**config.mk**
```make
export PLATFORM = sky130hd
export DESIGN_NAME = rfb_top
export DESIGN_NICKNAME = d
export VERILOG_FILES = /design/src/rtl/rfb_pkg.sv /design/src/rtl/rfb_bank_map.sv /design/src/rtl/rfb_store.sv /design/src/rtl/rfb_top.sv
export SDC_FILE = /design/constraint.sdc
export NUM_CORES = 2
export LEC_CHECK = 0
export ABC_AREA = 1
export ABC_CLOCK_PERIOD_IN_PS = 13350
export BUFFER_PORTS_ARGS = -buffer_cell sky130_fd_sc_hd__buf_2
export CORE_ASPECT_RATIO = 1.1
export CORE_UTILIZATION = 50
export DETAILED_ROUTE_END_ITERATION = 10
export PLACE_DENSITY = 0.65
export SYNTH_ARGS = -nofsm -noshare
export SYNTH_HDL_FRONTEND = slang
export SYNTH_SLANG_ARGS = --single-unit
```
**constraint.sdc**
```tcl
create_clock -name clk -period 13.35 [get_ports clk]
set_clock_uncertainty 0.15 [all_clocks]
set_input_delay 4.005 -clock clk [delete_from_list [all_inputs] [get_ports clk]]
set_output_delay 4.005 -clock clk [all_outputs]
set_load 0.02 [all_outputs]
```
**src/rtl/rfb_pkg.sv**
```systemverilog
package rfb_pkg;
  localparam int OFS_W  = 7;
  localparam int BANK_W = 2;
  localparam int DATA_W = 8;
  localparam int FULL_W = BANK_W + OFS_W;
  localparam int BANK_SPAN = 1 << OFS_W;

  localparam logic [OFS_W-1:0] OFS_IND    = 7'h00;
  localparam logic [OFS_W-1:0] OFS_STATUS = 7'h03;
  localparam logic [OFS_W-1:0] OFS_PTR    = 7'h04;

  // status register bit positions
  localparam int ST_IND_BANK = 7;
  localparam int ST_BANK_LO  = 5;

  typedef enum logic [2:0] {
    MK_HOLE,
    MK_SHARED,
    MK_SFR1,
    MK_GPR0,
    MK_GPR1
  } map_kind_e;
endpackage

```
**src/rtl/rfb_bank_map.sv**
```systemverilog
module rfb_bank_map
  import rfb_pkg::*;
#(
  parameter int SFR_END = 12,
  parameter int ALIAS_END = 48,
  parameter int B1_OWN_END = 48,
  parameter logic [15:0] MIRROR_MASK = 16'h0C1C,
  parameter int IDX_W = 8
) (
  input  logic              clk,
  input  logic              rst_n,
  input  logic [OFS_W-1:0]  addr,
  input  logic [BANK_W-1:0] bank,
  input  logic              ind_bank,
  input  logic [7:0]        ptr,
  output logic              hole,
  output logic [IDX_W-1:0]  idx
);
  localparam int G0_BASE  = 2 * SFR_END;
  localparam int G0_DEPTH = BANK_SPAN - SFR_END;
  localparam int G1_BASE  = G0_BASE + G0_DEPTH;

  logic              is_ind;
  logic [FULL_W-1:0] full;
  logic [BANK_W-1:0] fb;
  logic [OFS_W-1:0]  fo;
  int                ofs;
  map_kind_e         kind;

  always_comb begin
    is_ind = (addr == OFS_IND);
    full   = is_ind ? {ind_bank, ptr} : {bank, addr};
    fb     = full[FULL_W-1:OFS_W];
    fo     = full[OFS_W-1:0];
    ofs    = int'(fo);
    kind   = MK_HOLE;
    if (fo == OFS_IND) begin
      kind = MK_HOLE;
    end else if (ofs < SFR_END) begin
      if (MIRROR_MASK[fo[3:0]] || fb == 2'd0) kind = MK_SHARED;
      else if (fb == 2'd1)                    kind = MK_SFR1;
    end else if (fb == 2'd0) begin
      kind = MK_GPR0;
    end else if (fb == 2'd1) begin
      if (ofs < ALIAS_END)       kind = MK_GPR0;
      else if (ofs < B1_OWN_END) kind = MK_GPR1;
    end
  end

  always_comb begin
    idx = '0;
    case (kind)
      MK_SHARED: idx = IDX_W'(ofs);
      MK_SFR1:   idx = IDX_W'(SFR_END + ofs);
      MK_GPR0:   idx = IDX_W'(G0_BASE + ofs - SFR_END);
      MK_GPR1:   idx = IDX_W'(G1_BASE + ofs - ALIAS_END);
      default:   idx = '0;
    endcase
  end

  assign hole = (kind == MK_HOLE);


  ind_self_hole_chk: assert property (@(posedge clk) disable iff (!rst_n)
    (is_ind && ptr[OFS_W-1:0] == OFS_IND) |-> hole);


  alias_to_bank0_chk: assert property (@(posedge clk) disable iff (!rst_n)
    (!is_ind && bank == 2'd1 && int'(addr) >= SFR_END && int'(addr) < ALIAS_END)
      |-> (!hole && int'(idx) >= G0_BASE && int'(idx) < G1_BASE));
endmodule

```
**src/rtl/rfb_store.sv**
```systemverilog
module rfb_store
  import rfb_pkg::*;
#(
  parameter int DEPTH = 140,
  parameter int IDX_W = 8,
  parameter int STATUS_IDX = 3,
  parameter int PTR_IDX = 4
) (
  input  logic              clk,
  input  logic              rst_n,
  input  logic              we,
  input  logic [IDX_W-1:0]  widx,
  input  logic [DATA_W-1:0] wdata,
  input  logic [IDX_W-1:0]  ridx,
  output logic [DATA_W-1:0] rdata,
  output logic [DATA_W-1:0] status_q,
  output logic [DATA_W-1:0] ptr_q
);
  logic [DATA_W-1:0] mem [DEPTH];

  always_ff @(posedge clk or negedge rst_n) begin
    if (!rst_n) begin
      for (int i = 0; i < DEPTH; i++) mem[i] <= '0;
    end else if (we) begin
      mem[widx] <= wdata;
    end
  end

  assign rdata    = mem[ridx];
  assign status_q = mem[STATUS_IDX];
  assign ptr_q    = mem[PTR_IDX];


  status_wr_chk: assert property (@(posedge clk) disable iff (!rst_n)
    (we && int'(widx) == STATUS_IDX) |=> status_q == $past(wdata));


  ptr_stable_chk: assert property (@(posedge clk) disable iff (!rst_n)
    !(we && int'(widx) == PTR_IDX) |=> $stable(ptr_q));
endmodule

```
**src/rtl/rfb_top.sv**
```systemverilog
module rfb_top
  import rfb_pkg::*;
#(
  parameter int SFR_END = 12,
  parameter int ALIAS_END = 48,
  parameter int B1_OWN_END = 48,
  parameter logic [15:0] MIRROR_MASK = 16'h0C1C
) (
  input  logic              clk,
  input  logic              rst_n,
  input  logic [OFS_W-1:0]  rd_addr,
  output logic [DATA_W-1:0] rd_data,
  input  logic              wr_valid,
  output logic              wr_ready,
  input  logic [OFS_W-1:0]  wr_addr,
  input  logic [DATA_W-1:0] wr_data,
  output logic [BANK_W-1:0] bank_sel,
  output logic [DATA_W-1:0] ptr_val
);
  localparam int G0_DEPTH = BANK_SPAN - SFR_END;
  localparam int G1_DEPTH = B1_OWN_END - ALIAS_END;
  localparam int DEPTH    = 2 * SFR_END + G0_DEPTH + G1_DEPTH;
  localparam int IDX_W    = $clog2(DEPTH);
  localparam int STATUS_IDX = int'(OFS_STATUS);
  localparam int PTR_IDX    = int'(OFS_PTR);

  logic              rd_hole, wr_hole, wr_fire;
  logic [IDX_W-1:0]  rd_idx, wr_idx;
  logic [DATA_W-1:0] store_rdata, status_q, ptr_q;

  rfb_bank_map #(
    .SFR_END(SFR_END), .ALIAS_END(ALIAS_END), .B1_OWN_END(B1_OWN_END),
    .MIRROR_MASK(MIRROR_MASK), .IDX_W(IDX_W)
  ) u_rmap (
    .clk(clk), .rst_n(rst_n), .addr(rd_addr),
    .bank(status_q[ST_BANK_LO +: BANK_W]), .ind_bank(status_q[ST_IND_BANK]),
    .ptr(ptr_q), .hole(rd_hole), .idx(rd_idx)
  );

  rfb_bank_map #(
    .SFR_END(SFR_END), .ALIAS_END(ALIAS_END), .B1_OWN_END(B1_OWN_END),
    .MIRROR_MASK(MIRROR_MASK), .IDX_W(IDX_W)
  ) u_wmap (
    .clk(clk), .rst_n(rst_n), .addr(wr_addr),
    .bank(status_q[ST_BANK_LO +: BANK_W]), .ind_bank(status_q[ST_IND_BANK]),
    .ptr(ptr_q), .hole(wr_hole), .idx(wr_idx)
  );

  assign wr_ready = 1'b1;
  assign wr_fire  = wr_valid && wr_ready && !wr_hole;

  rfb_store #(
    .DEPTH(DEPTH), .IDX_W(IDX_W), .STATUS_IDX(STATUS_IDX), .PTR_IDX(PTR_IDX)
  ) u_store (
    .clk(clk), .rst_n(rst_n), .we(wr_fire), .widx(wr_idx), .wdata(wr_data),
    .ridx(rd_idx), .rdata(store_rdata), .status_q(status_q), .ptr_q(ptr_q)
  );

  assign rd_data  = rd_hole ? '0 : store_rdata;
  assign bank_sel = status_q[ST_BANK_LO +: BANK_W];
  assign ptr_val  = ptr_q;


  bank_follow_chk: assert property (@(posedge clk) disable iff (!rst_n)
    (wr_valid && !wr_hole && int'(wr_idx) == STATUS_IDX)
      |=> bank_sel == $past(wr_data[ST_BANK_LO +: BANK_W]));


  hole_wr_quiet_chk: assert property (@(posedge clk) disable iff (!rst_n)
    (wr_valid && wr_hole) |=> ($stable(bank_sel) && $stable(ptr_val)));


  idle_quiet_chk: assert property (@(posedge clk) disable iff (!rst_n)
    !wr_valid |=> ($stable(bank_sel) && $stable(ptr_val)));
endmodule

```
==> impl_summary.md <==
Yosys
The prevailing post-synth register cell is dfrtp_1. Sorting the synthesized cells by how often they occur yields 2622 x nand2_1, 1120 x dfrtp_1, 933 x nand3_1, 870 x o21ai_0, 366 x clkbuf_1. Ranked by total cell area, the synthesized netlist is headed by dfrtp_1 53%, nand2_1 19%, nand3_1 8.8%.

The number of nets handed over by synthesis was 6862. The cell accounting for the most synthesized area is dfrtp_1. Counting distinct cell types in the post-synthesis netlist gives 35. In the synthesized netlist the async set-or-reset flop fraction comes to 100%. After synthesis, flip-flops and latches occupy 53.1% of the total area. After synthesis, the mean cell area works out to 7.72 um^2. The synthesis-stage register bit count is 1120. Counting flops with a built-in enable in the synthesized netlist gives 0. The number of warnings printed during yosys synthesis is 0. The most frequently used cell type in the post-synthesis netlist is nand2_1. The top cell type by area accounts for 53.1% of the synthesized area. The netlist area before placement is 52800 um^2. The cell count after synthesis came out at 6833.

Place
The placed cell count is 7830. The pre-CTS worst setup slack is 624 ps. The placer congestion estimate is 0.907. The number of buffer cells added on primary ports is 42. The HPWL reported at the end of detailed placement is 99900 um.

Critical path
The critical setup path kind is in2out. The data arrival at the endpoint of the critical path is 8790 ps. The start point of the critical path is rd_addr[1]. The largest fanout on the critical path is 51. The most prevalent standard cell on the critical path is nor2_1. The startpoint identified for the worst register-to-register timing path is u_store.ptr_q[5].

The highest-delay cell along the critical path is nor2_1. The critical path's top delay family is simple AND/OR/NAND/NOR gates. On the worst path, the slowest cell contributes a delay of 510 ps. The worst setup path is launched from an input pin. For the worst setup path, the data required time is 9190 ps. The critical path capture point type is an output port. The register-to-register setup slack is 8760 ps. The count of buffer and inverter cells on the critical path is 3.

Clock network
The number of buffers added to fix hold violations after cts is 0. The clock input transition at the sequential cells of the worst setup and hold paths is 60 ps. The clock passes through at most 3 buffers. The root buffer cell is clkbuf_16. Counting every sink on the clock net gives 1120.

Once the clock tree was built, the setup fixing pass inserted 0 buffers. The clock insertion delay at the later pin of the skew report is 730 ps. TritonCTS built the clock tree. The number of clock buffers added by TritonCTS is 115.

The number of H-tree levels is 3. Once the clock tree was built, the resizer swapped 0 gates to a different size.

Route
After detailed routing, the total wire length is 170000 um. The final routed DRC violation total is 0. The first detailed-routing pass took 6 iterations. The via density per instance is 5.77. Dividing the detail-routed wire length by the instance count gives 21.1 um. The first routing iteration left 5061 violations.

The count of nets left with antenna violations once routing finished came out at 0. The routed layout has 46400 vias.

STA
Based on the critical path, the design can be clocked at up to 77.3 MHz. The number of hold violations in the final report is 0. In the post-route analysis, the smallest setup slack over all paths is 407 ps. The final critical-path required period is 12940 ps. In this run the tightest slew margin relative to its limit is 23.1%.

The worst hold slack is 327 ps. Setup repair after global routing left no endpoint under its margin. The number of pins with negative max-slew slack in the final report is 0. The worst path uses 96.9% of the clock period. The summed negative setup slack over all endpoints is 0 ps. Setup violations remaining at the end of the flow were counted as 0. At the pin with the least slew margin, the transition time is 1150 ps.

Floorplan
The x dimension of the die is 312 um. The height of the die is 343 um. The full die area is 107000 um^2.

The initial standard-cell utilization of the core is 50.6%. Pin placement for this block handled 44 I/O pins. The standard-cell row count is 124.

After floorplanning, the core was sized to cover 104000 um^2.

Worst hold path
The launch instance of the worst min-delay path is u_store.mem[15]. The min-delay analysis places its worst path in the category reg2reg.

Global routing
In the global route stage, overall resource usage came out at 32.0%. The initial antenna violation count was 3. The first-pass GRT wire length is 267000 um. The number of global-route vias before repair is 44300. Summed over all layers, the global routing overflow is 0. The pin count of the biggest net entering global routing is 171.

Layout
The number of standard cells in the layout, taps in and fillers out is 8045. Summing all multi-input logic gate instances after layout gives 21900 um^2. The net count of the finished layout is 6590. The area added between synthesis and finish is 9.36%. The post-route netlist has 5.98% of its cells at a drive strength greater than 1. The filler cell count in the final layout is 9879. The sequential cell area in the final layout is 28000 um^2.

Run
The tool flagged a number of max-cap violations equal to 0.

Power
The analysis attributes to cell leakage a power of 0.0265 uW. Across the VDD grid, the largest voltage drop is 0.130 mV. The power density of the placed cells is 186 nW/um^2.

Run status
The run finished with clean final reports.
[kinds of logic after synthesis]
group	Yosys count	synth area share, %
AOI/OAI and AO/OA	1212	11.7
xor gates and xnor gates	4	0.0664
adders and majority gates	4	0.0948
buffers and inverters	713	5.49
DFF	1120	53.1
other	1	0.00711
and+or+nand+nor	3779	29.5
[per-stage QoR]
step / utilization (%) / instance area (um^2) / total power, uW
2_1_floorplan: - / 52800 / 6280
3_3_place_gp: 51.5 / 53700 / 7250
3_5_place_dp: 51.5 / 53700 / 7310
4_1_cts: 55.4 / 57700 / 10700
5_1_grt: 55.4 / 57700 / 11300
6_report: 55.4 / 57700 / 10700
[cell type report]
class,instances,area share (%)
timing repair buffer,138,2.19
antenna,3,0.0130
sequential,1120,48.6
multi-input combinational,5000,38.0
inverter,186,1.30
tap,1386,3.00
clock inverter,35,0.986
clock buffer,177,5.95
[sequential cells by signal (all words and copies together), names as in the netlist]
name,cells
u_store.status_q,8
u_store.mem,1104
u_store.ptr_q,8
[report_power, final]
part / internal [uW] / leakage [uW] / total, uW / switching [uW]
logic: 866 / 0.00928 / 2770 / 1910
registers: 4130 / 0.0153 / 4550 / 426
clock network: 2000 / 0.00196 / 3400 / 1400
total: 6990 / 0.0265 / 10700 / 3740
[layout by cell type, fill, tap and decap left out, types with 3 or more instances in the layout]
cell / count
or2_2: 11
o21ai_1: 288
buf_2: 41
dfrtp_1: 1120
clkbuf_1: 31
buf_12: 26
nor2_2: 24
o21ai_0: 870
nand3b_1: 19
nand3_1: 933
nor2_1: 151
xor2_1: 4
nand2_8: 3
clkinv_2: 12
clkbuf_16: 116
inv_1: 162
nor2_4: 6
diode_2: 3
a21oi_1: 17
a21oi_2: 3
bufinv_16: 12
inv_6: 10
o22ai_1: 8
o211ai_1: 8
clkinv_8: 3
ha_1: 4
clkbuf_8: 30
o2111ai_1: 13
inv_2: 14
buf_4: 70
nand2_1: 2620
[worst register-to-register path, stage by stage, from the launching register on]
cell	delay, ps
dfrtp_1	740
inv_1	150
o21ai_1	210
inv_1	90
nand2_1	70
nor2_1	50
o21ai_1	140
nand2_1	70
o21ai_1	220
nor2_2	110
nand2_1	120
nand2_1	60
nand2_1	130
nand2_1	220
nor2_2	880
nand2_1	640
nand2_1	220
o21ai_0	120
[layer usage]
metal	vias up	global-route usage, %	wire, um
met1	22400	43.7	71100
met4	2	16.5	8830
li1	21700	-	-
met5	-	0	13
met3	403	5.34	13000
met2	1851	49.4	77000
[path summary, 6_finish.rpt]
check                                    to  cells past startpoint
setup / recovery                 rd_data[3]                     25
hold / removal              u_store.mem[15]                      2
setup reg to reg           u_store.mem[984]                     17
hold reg to reg             u_store.mem[15]                      2
max in group asynchronous  u_store.mem[737]                      3
min in group asynchronous  u_store.mem[287]                      1
Note: power is estimated with default switching activity, not from simulation.
